[config.mk]
export PLATFORM = sky130hd
export DESIGN_NAME = irq_dispatch
export DESIGN_NICKNAME = d
export VERILOG_FILES = /design/src/rtl/dsp_pkg.sv /design/src/rtl/dsp_qcount.sv /design/src/rtl/dsp_pending.sv /design/src/rtl/dsp_arbiter.sv /design/src/rtl/irq_dispatch.sv
export SDC_FILE = /design/constraint.sdc
export NUM_CORES = 1
export LEC_CHECK = 0
export BUFFER_PORTS_ARGS = -buffer_cell sky130_fd_sc_hd__buf_2
export CAP_MARGIN = 20
export CORE_AREA = 2 2 242 244
export CTS_CLUSTER_DIAMETER = 60
export DETAILED_ROUTE_END_ITERATION = 16
export DIE_AREA = 0 0 244 246
export PLACE_DENSITY = 0.64
export SETUP_SLACK_MARGIN = 0.5
export SLEW_MARGIN = 20
export SYNTH_ARGS = -nofsm -noshare
export SYNTH_HDL_FRONTEND = slang
export SYNTH_SLANG_ARGS = --single-unit
[constraint.sdc]
create_clock -name clk -period 3.4 [get_ports clk]
set_clock_uncertainty 0.1 [all_clocks]
set_input_delay 0.34 -clock clk [delete_from_list [all_inputs] [get_ports clk]]
set_output_delay 0.34 -clock clk [all_outputs]
set_load 0.02 [all_outputs]
[src/rtl/dsp_pkg.sv]
package dsp_pkg;
    typedef enum logic [2:0] {
        CLS_PGM  = 3'd0,
        CLS_SVC  = 3'd1,
        CLS_EXT  = 3'd2,
        CLS_IO   = 3'd3,
        CLS_MCHK = 3'd4,
        CLS_NONE = 3'd7
    } cls_e;

    typedef enum logic [1:0] {
        ST_IDLE = 2'd0,
        ST_ARB  = 2'd1,
        ST_LOAD = 2'd2
    } st_e;

    localparam int MB_IO_EN   = 57;
    localparam int MB_EXT_EN  = 56;
    localparam int MB_MCHK_EN = 50;
    localparam int MB_WAIT    = 49;
    localparam int MB_CC_LO   = 44;
    localparam int CR14_MCE   = 28;

    localparam logic [15:0] CODE_CLKCMP = 16'h1004;
    localparam logic [15:0] CODE_CPUTMR = 16'h1005;

    function automatic logic halts(input logic [63:0] m);
        return m[MB_WAIT] & ~(m[MB_IO_EN] | m[MB_EXT_EN] | m[MB_MCHK_EN]);
    endfunction
endpackage

[src/rtl/dsp_qcount.sv]
module dsp_qcount #(
    parameter int DEPTH = 15,
    localparam int CW = $clog2(DEPTH + 1)
) (
    input  logic          clk,
    input  logic          rst_n,
    input  logic          push,
    input  logic          pop,
    output logic [CW-1:0] cnt
);
    always_ff @(posedge clk or negedge rst_n) begin
        if (!rst_n) begin
            cnt <= '0;
        end else begin
            unique case ({push, pop})
                2'b10:   if (cnt != CW'(DEPTH)) cnt <= cnt + 1'b1;
                2'b01:   cnt <= cnt - 1'b1;
                default: ;
            endcase
        end
    end

    // a delivery never takes from an empty queue
    assert_no_underflow_R6: assert property (@(posedge clk) disable iff (!rst_n)
        pop |-> cnt != '0);
    // a lone delivery lowers the count by exactly one
    assert_pop_dec_R6: assert property (@(posedge clk) disable iff (!rst_n)
        (pop && !push) |=> cnt == $past(cnt) - 1'b1);
    // push and pop in one cycle cancel
    assert_push_pop_R11: assert property (@(posedge clk) disable iff (!rst_n)
        (pop && push) |=> $stable(cnt));
endmodule

[src/rtl/dsp_pending.sv]
module dsp_pending #(
    parameter int NSUB  = 8,
    parameter int DEPTH = 15,
    localparam int SUBW = $clog2(NSUB),
    localparam int CW   = $clog2(DEPTH + 1)
) (
    input  logic            clk,
    input  logic            rst_n,
    input  logic            mchk_push,
    input  logic            mchk_pop,
    input  logic            ext_push,
    input  logic            ext_pop,
    input  logic            ckc_set,
    input  logic            ckc_clr,
    input  logic            cpt_set,
    input  logic            cpt_clr,
    input  logic            io_push,
    input  logic [SUBW-1:0] io_sub,
    input  logic [NSUB-1:0] io_pop,
    output logic            mchk_pend,
    output logic            ext_pend,
    output logic            ckc_pend,
    output logic            cpt_pend,
    output logic [NSUB-1:0] io_nz,
    output logic            irq
);
    logic [CW-1:0] mchk_cnt;
    logic [CW-1:0] ext_cnt;

    dsp_qcount #(.DEPTH(DEPTH)) u_mchk_q (
        .clk(clk), .rst_n(rst_n), .push(mchk_push), .pop(mchk_pop), .cnt(mchk_cnt));
    dsp_qcount #(.DEPTH(DEPTH)) u_ext_q (
        .clk(clk), .rst_n(rst_n), .push(ext_push), .pop(ext_pop), .cnt(ext_cnt));

    for (genvar g = 0; g < NSUB; g++) begin : g_io
        logic [CW-1:0] sub_cnt;
        dsp_qcount #(.DEPTH(DEPTH)) u_io_q (
            .clk(clk), .rst_n(rst_n),
            .push(io_push && (io_sub == SUBW'(g))),
            .pop(io_pop[g]), .cnt(sub_cnt));
        assign io_nz[g] = (sub_cnt != '0);
    end

    always_ff @(posedge clk or negedge rst_n) begin
        if (!rst_n) begin
            ckc_pend <= 1'b0;
            cpt_pend <= 1'b0;
        end else begin
            if (ckc_set)      ckc_pend <= 1'b1;
            else if (ckc_clr) ckc_pend <= 1'b0;
            if (cpt_set)      cpt_pend <= 1'b1;
            else if (cpt_clr) cpt_pend <= 1'b0;
        end
    end

    assign mchk_pend = (mchk_cnt != '0);
    assign ext_pend  = (ext_cnt != '0);
    assign irq       = mchk_pend | ext_pend | ckc_pend | cpt_pend | (|io_nz);

    // a timer event landing on the cycle its flag is taken survives
    assert_ckc_kept_R11: assert property (@(posedge clk) disable iff (!rst_n)
        ckc_set |=> ckc_pend);
    assert_cpt_kept_R11: assert property (@(posedge clk) disable iff (!rst_n)
        cpt_set |=> cpt_pend);
endmodule

[src/rtl/dsp_arbiter.sv]
module dsp_arbiter
    import dsp_pkg::*;
#(
    parameter int NSUB = 8
) (
    input  logic            exc_vld,
    input  logic            exc_svc,
    input  logic [15:0]     exc_code,
    input  logic [63:0]     cur_mask,
    input  logic            mchk_pend,
    input  logic            ext_pend,
    input  logic            ckc_pend,
    input  logic            cpt_pend,
    input  logic [NSUB-1:0] io_nz,
    input  logic [NSUB-1:0] cr6,
    input  logic [31:0]     cr14,
    input  logic [15:0]     ext_code,
    output logic            win,
    output cls_e            cls,
    output logic [15:0]     code,
    output logic            pop_exc,
    output logic            pop_mchk,
    output logic            pop_ext,
    output logic            pop_ckc,
    output logic            pop_cpt,
    output logic [NSUB-1:0] pop_io
);
    logic io_found;

    always_comb begin
        win      = 1'b0;
        cls      = CLS_NONE;
        code     = 16'h0000;
        pop_exc  = 1'b0;
        pop_mchk = 1'b0;
        pop_ext  = 1'b0;
        pop_ckc  = 1'b0;
        pop_cpt  = 1'b0;
        pop_io   = '0;
        io_found = 1'b0;
        if (exc_vld) begin
            win     = 1'b1;
            cls     = exc_svc ? CLS_SVC : CLS_PGM;
            code    = exc_code;
            pop_exc = 1'b1;
        end else if (cur_mask[MB_MCHK_EN] && mchk_pend) begin
            if (cr14[CR14_MCE]) begin
                win      = 1'b1;
                cls      = CLS_MCHK;
                pop_mchk = 1'b1;
            end
        end else if (cur_mask[MB_EXT_EN] && (ext_pend || ckc_pend || cpt_pend)) begin
            win = 1'b1;
            cls = CLS_EXT;
            if (ext_pend) begin
                code    = ext_code;
                pop_ext = 1'b1;
            end else if (ckc_pend) begin
                code    = CODE_CLKCMP;
                pop_ckc = 1'b1;
            end else begin
                code    = CODE_CPUTMR;
                pop_cpt = 1'b1;
            end
        end else if (cur_mask[MB_IO_EN] && (|io_nz)) begin
            for (int s = 0; s < NSUB; s++) begin
                if (!io_found && io_nz[s] && cr6[s]) begin
                    io_found  = 1'b1;
                    win       = 1'b1;
                    cls       = CLS_IO;
                    code      = 16'(s);
                    pop_io[s] = 1'b1;
                end
            end
        end
    end
endmodule

[src/rtl/irq_dispatch.sv]
module irq_dispatch
    import dsp_pkg::*;
#(
    parameter int NSUB  = 8,
    parameter int DEPTH = 15,
    localparam int SUBW = $clog2(NSUB)
) (
    input  logic            clk,
    input  logic            rst_n,
    input  logic            take_i,
    input  logic            exc_set_i,
    input  logic            exc_svc_i,
    input  logic [15:0]     exc_code_i,
    input  logic [2:0]      exc_ilen_i,
    input  logic            ext_push_i,
    input  logic [15:0]     ext_code_i,
    input  logic            ckc_evt_i,
    input  logic            cpt_evt_i,
    input  logic            mchk_push_i,
    input  logic            io_push_i,
    input  logic [SUBW-1:0] io_sub_i,
    input  logic [NSUB-1:0] cr6_i,
    input  logic [31:0]     cr14_i,
    input  logic [1:0]      cc_i,
    input  logic            psw_wr_i,
    input  logic [63:0]     psw_wr_mask_i,
    input  logic [63:0]     psw_wr_addr_i,
    input  logic [63:0]     new_mask_i,
    input  logic [63:0]     new_addr_i,
    output logic            irq_o,
    output logic            dsp_valid_o,
    output logic [2:0]      dsp_class_o,
    output logic [15:0]     dsp_code_o,
    output logic [63:0]     old_mask_o,
    output logic [63:0]     old_addr_o,
    output logic [63:0]     psw_mask_o,
    output logic [63:0]     psw_addr_o,
    output logic [1:0]      cc_o,
    output logic            halted_o
);
    localparam logic [63:0] CC_FIELD = 64'h3 << MB_CC_LO;

    st_e state, state_nx;

    logic        exc_rec, exc_svc_q;
    logic [15:0] exc_code_q;
    logic [2:0]  exc_ilen_q;

    logic            mchk_pend, ext_pend, ckc_pend, cpt_pend;
    logic [NSUB-1:0] io_nz;
    logic            sel_win;
    cls_e            sel_cls;
    logic [15:0]     sel_code;
    logic            pop_exc, pop_mchk, pop_ext, pop_ckc, pop_cpt;
    logic [NSUB-1:0] pop_io;

    logic            do_arb, do_disp, do_load, do_wr;

    dsp_pending #(.NSUB(NSUB), .DEPTH(DEPTH)) u_pend (
        .clk(clk), .rst_n(rst_n),
        .mchk_push(mchk_push_i), .mchk_pop(pop_mchk && do_disp),
        .ext_push(ext_push_i),   .ext_pop(pop_ext && do_disp),
        .ckc_set(ckc_evt_i),     .ckc_clr(pop_ckc && do_disp),
        .cpt_set(cpt_evt_i),     .cpt_clr(pop_cpt && do_disp),
        .io_push(io_push_i),     .io_sub(io_sub_i),
        .io_pop(pop_io & {NSUB{do_disp}}),
        .mchk_pend(mchk_pend), .ext_pend(ext_pend),
        .ckc_pend(ckc_pend), .cpt_pend(cpt_pend),
        .io_nz(io_nz), .irq(irq_o));

    dsp_arbiter #(.NSUB(NSUB)) u_arb (
        .exc_vld(exc_rec), .exc_svc(exc_svc_q), .exc_code(exc_code_q),
        .cur_mask(psw_mask_o),
        .mchk_pend(mchk_pend), .ext_pend(ext_pend),
        .ckc_pend(ckc_pend), .cpt_pend(cpt_pend),
        .io_nz(io_nz), .cr6(cr6_i), .cr14(cr14_i), .ext_code(ext_code_i),
        .win(sel_win), .cls(sel_cls), .code(sel_code),
        .pop_exc(pop_exc), .pop_mchk(pop_mchk), .pop_ext(pop_ext),
        .pop_ckc(pop_ckc), .pop_cpt(pop_cpt), .pop_io(pop_io));

    // state register
    always_ff @(posedge clk or negedge rst_n) begin
        if (!rst_n) state <= ST_IDLE;
        else        state <= state_nx;
    end

    // next state and per-state controls
    always_comb begin
        state_nx = state;
        do_arb   = 1'b0;
        do_disp  = 1'b0;
        do_load  = 1'b0;
        do_wr    = 1'b0;
        unique case (state)
            ST_IDLE: begin
                do_wr = psw_wr_i;
                if (take_i) state_nx = ST_ARB;
            end
            ST_ARB: begin
                do_arb   = 1'b1;
                do_disp  = sel_win;
                state_nx = sel_win ? ST_LOAD : ST_IDLE;
            end
            ST_LOAD: begin
                do_load  = 1'b1;
                state_nx = ST_IDLE;
            end
            default: state_nx = ST_IDLE;
        endcase
    end

    assign dsp_valid_o = (state == ST_LOAD);
    assign cc_o        = psw_mask_o[MB_CC_LO +: 2];

    // exception record
    always_ff @(posedge clk or negedge rst_n) begin
        if (!rst_n) begin
            exc_rec    <= 1'b0;
            exc_svc_q  <= 1'b0;
            exc_code_q <= '0;
            exc_ilen_q <= '0;
        end else if (exc_set_i) begin
            exc_rec    <= 1'b1;
            exc_svc_q  <= exc_svc_i;
            exc_code_q <= exc_code_i;
            exc_ilen_q <= exc_ilen_i;
        end else if (do_disp && pop_exc) begin
            exc_rec <= 1'b0;
        end
    end

    // dispatch image and status word
    always_ff @(posedge clk or negedge rst_n) begin
        if (!rst_n) begin
            dsp_class_o <= CLS_NONE;
            dsp_code_o  <= '0;
            old_mask_o  <= '0;
            old_addr_o  <= '0;
            psw_mask_o  <= '0;
            psw_addr_o  <= '0;
            halted_o    <= 1'b0;
        end else begin
            if (do_disp) begin
                dsp_class_o <= sel_cls;
                dsp_code_o  <= sel_code;
                old_mask_o  <= (psw_mask_o & ~CC_FIELD) | (64'(cc_i) << MB_CC_LO);
                old_addr_o  <= (sel_cls == CLS_SVC) ? psw_addr_o + 64'(exc_ilen_q)
                                                    : psw_addr_o;
            end
            if (do_load) begin
                psw_mask_o <= new_mask_i;
                psw_addr_o <= new_addr_i;
                halted_o   <= halts(new_mask_i);
            end else if (do_wr) begin
                psw_mask_o <= psw_wr_mask_i;
                psw_addr_o <= psw_wr_addr_i;
                halted_o   <= halts(psw_wr_mask_i);
            end
        end
    end

    // a dispatch is visible for exactly one cycle
    assert_valid_pulse_R12: assert property (@(posedge clk) disable iff (!rst_n)
        dsp_valid_o |=> !dsp_valid_o);
    // a recorded exception always produces a synchronous class
    assert_exc_first_R1: assert property (@(posedge clk) disable iff (!rst_n)
        (do_arb && exc_rec) |=> dsp_valid_o &&
            (dsp_class_o == CLS_SVC || dsp_class_o == CLS_PGM));
    // the old image carries the live condition code
    assert_cc_merge_R7: assert property (@(posedge clk) disable iff (!rst_n)
        do_disp |=> old_mask_o[MB_CC_LO +: 2] == $past(cc_i));
    // after a load the halt flag follows the loaded word
    assert_halt_R9: assert property (@(posedge clk) disable iff (!rst_n)
        (do_load || do_wr) |=> halted_o == (psw_mask_o[MB_WAIT] &&
            !psw_mask_o[MB_IO_EN] && !psw_mask_o[MB_EXT_EN] && !psw_mask_o[MB_MCHK_EN]));
    // at most one subclass is taken per arbitration
    assert_one_sub_R5: assert property (@(posedge clk) disable iff (!rst_n)
        $onehot0(pop_io));
    // recorded supervisor-call lengths are 2, 4 or 6
    assert_ilen_R8: assert property (@(posedge clk) disable iff (!rst_n)
        (exc_rec && exc_svc_q) |-> (exc_ilen_q == 3'd2 || exc_ilen_q == 3'd4 ||
                                    exc_ilen_q == 3'd6));
endmodule

==> results.txt, run 1 <==
Core area: 0.05737 mm²
Critical path endpoint category: flip-flop
Nets@finish: 2925
Period Utilization, post-route: 94.47%
Synthesized area per cell: 10.42 µm²
First-pass GRT wire length: 93350 µm
Final setup fails: 0
Clock sink count: 341
Asr flop ratio synth: 100.0%
Number of global-route vias before repair: 16930
Antenna violations before repair: 4
Multiplexer area fraction after synthesis: 15.00%
Status: finished clean
CTS tree: yes
Max_cap viols: 0
Min-Delay Path Class: in2reg
Core Rows: 88
Chip width: 244 µm
Worst-Skew Late Latency: 0.57 ns
Antenna viol nets, final: 0
Multi-input combinational cell area: 0.008283 mm²
GP Congestion: 0.9153
Max_slew headroom: 47.09%
Total gr overflow: 0
Synth top area cells: dfrtp_1 (50%), mux2i_1 (8.7%), mux2_2 (5.1%)
Setup CP Type: reg2reg
Num CTS Buffers: 43
Mapped cell area: 0.01696 mm²
Largest net degree at the start of global routing: 104
Post-DP HPWL: 41890 µm
Post-synth top area cell: dfrtp_1
Least-Margin Pin Slew: 0.7937 ns
Worst vdd ir: 0.0006112 V
PortBufs: 595
Die area: 0.06002 mm²
Post-synthesis compound-gate area fraction: 10.93%
Post-synth EDFFs: 0
Synth Net Count: 2007
Hold Vio Cnt, Final: 0
Fin crit period: 3.212 ns
Post-synthesis sequential element count: 341
Post-layout util: 45.48%
P_leak: 11.89 nW
Post-Synthesis Cells: 1628
Synth Flop Type: dfrtp_1
Register area: 0.008543 mm²
Post-Synth XOR/XNOR Area: 4.338%
Max Root-Sink Buffers: 3
Layout cells sized above 1: 37.21%
Commonest cells post-synth: dfrtp_1 (338), nand2_1 (180), mux2i_1 (147), o21ai_0 (141), nor2_1 (128)
Area growth from synthesis to layout: 53.83%
CTS H-tree depth: 2
Placed insts: 2972
Peak Freq: 0.3113 GHz
PD cells: 929.8 mW/mm²
RSZ-0062 raised after global routing: true
# DRC: 0
Share of the synthesized area in the top cell type: 49.87%
Yosys cell types: 72
Wirelength per Cell: 19.01 µm
Io pins: 627
CP Launch Type: flip-flop
Adder-cell share of the synthesized area: 2.803%
Clock Tree Root: clkbuf_16
# diodes: 0
Worst-path fanout max: 2
GRT Max-Usage Layer: met2
Met1 Use GR: 23.58%
Most frequent cell after synthesis: dfrtp_1
Initial DRC count: 763
Die span in y: 246 µm
Initial Utilization: 29.57%
DR pass1 iterations: 5
Ys Warns: 0
Max-slew violations: 0
Register area share after synthesis: 50.33%
Routed wire length: 63590 µm
Worst EP arrival: 3.61 ns
Worst Path Required: 3.79 ns
Finished Layout Cells: 3345
Grt met3 use: 4.586%
Largest family of logic cells by synthesized area: multiplexers
Met2 Track Usage GR: 33.36%
Vias/cell: 4.934
Vias: 16500
Post-Synth Simple-Gate Area: 13.49%
Fillers: 5225
Reg clk slew, reported paths: 0.06 ns
Total GRT Usage: 19.71%
## stage by stage
step           setup WS [ns]  power (W)  instance area [µm²]  hold slack (ns)   TNS [ns]
2_1_floorplan      -0.004600    0.01387                17050         -0.05559  -0.004600
3_3_place_gp         0.06103    0.01766                21320           0.3400          0
3_5_place_dp         0.04834    0.01800                21320           0.3422          0
4_1_cts               0.1718    0.02383                25700         0.001901          0
5_1_grt              0.02643    0.02568                26090          0.01957          0
6_report              0.1879    0.02426                26090          0.03078          0
## worst paths after layout
path	from	to	slack (ns)	depth (start not counted)
min in group asynchronous	rst_n	dsp_code_o[4]	0.33	2
setup / recovery	u_pend.g_io[0].u_io_q.cnt[2]	u_pend.g_io[7].u_io_q.cnt[3]	0.19	14
setup reg to reg	u_pend.g_io[0].u_io_q.cnt[2]	u_pend.g_io[7].u_io_q.cnt[3]	0.19	14
max in group asynchronous	rst_n	old_mask_o[16]	1.89	3
hold reg to reg	old_mask_o[57]	old_mask_o[57]	0.38	1
hold / removal	psw_wr_mask_i[41]	psw_mask_o[41]	0.03	3
## cells by family after synthesis
group,after synthesis
flops,341
simple gates,481
mux,241
xor+xnor,84
fa+ha+maj,32
buf+inv,132
compound gates,317
## state kept, by name (all words and copies together), names as in the netlist
| name | count |
|---|---|
| exc_ilen_q | 3 |
| u_pend.ckc_pend | 1 |
| exc_code_q | 16 |
| halted_o | 1 |
| u_pend.g_io.u_io_q.cnt | 32 |
| state | 2 |
| dsp_code_o | 16 |
| psw_mask_o | 64 |
| u_pend.u_mchk_q.cnt | 4 |
| exc_svc_q | 1 |
| u_pend.u_ext_q.cnt | 4 |
| u_pend.cpt_pend | 1 |
| psw_addr_o | 64 |
| old_mask_o | 64 |
| dsp_class_o | 3 |
| old_addr_o | 64 |
| exc_rec | 1 |
## worst max-delay path: stages, from the launching register on
cell and delay, ns:
dfrtp_1 0.39, o41ai_2 0.39, buf_4 0.17, nand4_1 0.13, nor4_2 0.27, buf_4 0.16
nand3_4 0.07, or2_4 0.24, inv_2 0.06, ha_1 0.22, a21o_1 0.16, a21o_1 0.16
or2_4 0.23, mux2_2 0.26, mux2i_1 0.13
## power breakdown
group          leakage, nW  switching [W]  total, W  internal [W]
Combinational         7.10        0.00687    0.0116       0.00477
Clock                0.747        0.00188   0.00482       0.00293
Sequential            4.04        0.00179   0.00780       0.00600
Total                 11.9         0.0105    0.0243        0.0137
## layer usage
layer / wire length, µm / part of all wire, %
met2: 30840 / 49
met5: 9 / 0.014
met3: 4055 / 6.4
met1: 25580 / 40
met4: 3104 / 4.9
## cell usage in the layout, fill, tap and decap left out, types with 34 or more instances in the layout
cell           instances
inv_1                 40
dlygate4sd3_1        244
nand2_1              180
dfrtp_1              333
mux2i_1              145
nand3_1               34
o21ai_0              140
a21oi_1               91
nor2_1               125
mux2_2                77
xnor2_1               52
clkbuf_16             48
buf_2                593
buf_4                 91
## layout make-up
cell class / instances / share of cell area [%]
Clock buffer: 56 / 4.661
Sequential cell: 341 / 32.74
Tap cell: 765 / 3.669
Inverter: 46 / 0.6714
Timing Repair Buffer: 959 / 25.39
Clock inverter: 23 / 1.117
Multi-Input combinational cell: 1155 / 31.75
## what timing repair did
action                     CTS  global route
cloned                       2             7
resized for setup           47            32
hold buffers               244             0
setup buffers               24            17
setup endpoints to repair   49           173
hold endpoints to repair   220             0
pin swaps                   25            24
Power figures use the tool's default switching activity.
==> run 2: changes to the inputs <==
--- a/config.mk
+++ b/config.mk
@@ -11,7 +11,8 @@
 export CTS_CLUSTER_DIAMETER = 60
 export DETAILED_ROUTE_END_ITERATION = 16
 export DIE_AREA = 0 0 244 246
-export PLACE_DENSITY = 0.64
+export MAX_ROUTING_LAYER = met4
+export PLACE_DENSITY_LB_ADDON = 0.05
 export SETUP_SLACK_MARGIN = 0.5
 export SLEW_MARGIN = 20
 export SYNTH_ARGS = -nofsm -noshare
==> run 2 against run 1 <==
  * Clock power fell by 9.5%
  * Global-route usage up 2.3 points
  * Highest routed layer is now met4
  * Critical path type unchanged
  * Cell area is 3.4% higher
  * Core utilization is 1.5 points higher
  * Die area unchanged
  * Non-clock buffer count is 21 higher
  * Routed wire length increased by 9.8%
==> results.txt, run 2 (synthesized netlist as in run 1, its figures left out) <==
Total GRT Usage: 22.03%
Total gr overflow: 0
Die span in y: 246 µm
Final setup fails: 0
CP Launch Type: flip-flop
Die area: 0.06002 mm²
Max Root-Sink Buffers: 3
P_leak: 12.17 nW
Crit Reg-Reg Startpoint: u_pend.g_io[5].u_io_q.cnt[0]
CP startpoint: u_pend.g_io[5].u_io_q.cnt[0]
Largest net degree at the start of global routing: 155
Hold Vio Cnt, Final: 0
Post-DP HPWL: 46870 µm
Worst vdd ir: 0.0004479 V
HP Start: new_addr_i[52]
Chip width: 244 µm
CTS H-tree depth: 2
PortBufs: 595
Crit path capture: u_pend.g_io[7].u_io_q.cnt[3]
RSZ-0062 raised after global routing: true
Clock sink count: 341
Vias/cell: 4.751
PD cells: 943.8 mW/mm²
Initial Utilization: 29.57%
Setup CP Type: reg2reg
Crit-path most repeated cell: or2_4
Most common cell after layout, fill and taps aside: buf_2
Peak Freq: 0.3104 GHz
Num CTS Buffers: 43
Status: finished clean
Worst setup margin: 0.1780 ns
Io pins: 627
Max_slew headroom: 41.49%
Most frequent cells in the layout: buf_2 (594), dfrtp_1 (333), dlygate4sd3_1 (228), nand2_1 (179), mux2i_1 (146)
Min-Delay Path Class: in2reg
Number of global-route vias before repair: 16140
Wirelength per Cell: 20.76 µm
Reg clk slew, reported paths: 0.05 ns
RR Endpoint: u_pend.g_io[7].u_io_q.cnt[3]
DR pass1 iterations: 5
Met1 Use GR: 26.26%
Area growth from synthesis to layout: 59.04%
Met2 Track Usage GR: 37.00%
Pre-CTS setup slack: -0.06157 ns
Least-Margin Pin Slew: 0.8710 ns
Slowest cell delay on critical path: 0.57 ns
FF-to-FF setup slack: 0.18 ns
GRT Max-Usage Layer: met2
First-pass GRT wire length: 97970 µm
Nets@finish: 2946
Antenna violations before repair: 11
Sum Neg Setup Slack: 0 ns
Fillers: 5516
Core area: 0.05737 mm²
Antenna viol nets, final: 0
Max-slew violations: 0
Routed wire length: 69830 µm
Clock Tree Root: clkbuf_16
Worst EP arrival: 3.61 ns
Period Utilization, post-route: 94.77%
# DRC: 0
Initial DRC count: 609
Fin crit period: 3.222 ns
Vias: 15980
Worst-Skew Late Latency: 0.57 ns
Max_cap viols: 0
GP Congestion: 0.8338
Critical path, cell by cell: or4_4 > nor4_4 > a21oi_4 > nand3_4 > or2_4 > inv_4 > buf_4 > ha_1 > a21o_1 > or2_4 > mux2_2 > mux2i_1
Critical path endpoint category: flip-flop
CTS tree: yes
Grt met3 use: 4.837%
Worst Path Required: 3.79 ns
Worst-path fanout max: 5
Layout cells sized above 1: 40.60%
FF-to-FF path depth: 12
Core Rows: 88
CP max stage cell: or4_4
## run 2: cell count changes in the layout (fill, tap and decap cells not counted), moves of 10 or more
| cell | change |
|---|---|
| a21oi_2 | +21 |
| dlygate4sd3_1 | -16 |
| a21oi_1 | -24 |
| clkbuf_16 | +12 |
| nor2_1 | -32 |
| nor2_4 | +27 |
| buf_16 | +10 |
## run 2: metrics by stage
step	utilization [%]	hold WS, ns	total power [W]	instance area [µm²]	std cells
4_1_cts	44.88	0.0009601	0.02414	25750	3311
6_report	47.02	0.006111	0.02546	26970	3364
5_1_grt	47.02	0.009442	0.02703	26970	3364
3_3_place_gp	37.21	0.2636	0.01812	21350	2975
2_1_floorplan	-	-0.05559	0.01387	17050	1628
3_5_place_dp	37.21	0.2632	0.01826	21350	2975
## run 2: final cells by class
cell class	instances	area [µm²]	share of cell area, %
Tap cell	765	957.2	3.548
Timing Repair Buffer	980	7224	26.78
Sequential cell	341	8543	31.67
Inverter	46	177.7	0.6587
Clock inverter	7	77.57	0.2876
Multi-Input combinational cell	1155	8747	32.43
Antenna cell	8	20.02	0.07422
Clock buffer	62	1227	4.550
## run 2: worst min path at each step
stage / end / cells past startpoint
final: psw_addr_o[52] / 3
after global routing: psw_addr_o[22] / 3
after CTS: psw_addr_o[40] / 3
after detailed placement: u_pend.g_io[2].u_io_q.cnt[0] / 1
after global placement: u_pend.g_io[2].u_io_q.cnt[0] / 1
after floorplan: dsp_code_o[0] / 0
## run 2: what timing repair did
item / CTS / global route
hold endpoints to repair: 195 / 0
hold buffers: 228 / 0
gates resized for setup: 71 / 129
cloned: 9 / 22
pin swaps: 41 / 27
setup endpoints to repair: 103 / 180
buffers inserted: 30 / 23
## run 2: layer usage
| layer | share of wire, % | wire [µm] |
|---|---|---|
| met1 | 41 | 28490 |
| met2 | 50 | 34910 |
| met3 | 6.0 | 4207 |
| met4 | 3.2 | 2222 |
| met5 | 0 | 0 |
## run 2: power breakdown
group / internal [W] / switching (W) / leakage (nW)
sequential: 0.00601 / 0.00183 / 4.04
clock: 0.00256 / 0.00180 / 0.624
combinational: 0.00576 / 0.00751 / 7.50
total: 0.0143 / 0.0111 / 12.2
## run 2: critical path, delay by kind of cell (launching register included)
family,cells,cell delay [ns]
compound gates,2,0.33
fa+ha+maj,1,0.30
buf+inv,2,0.16
flops,1,0.44
mux,2,0.38
simple gates,5,1.44
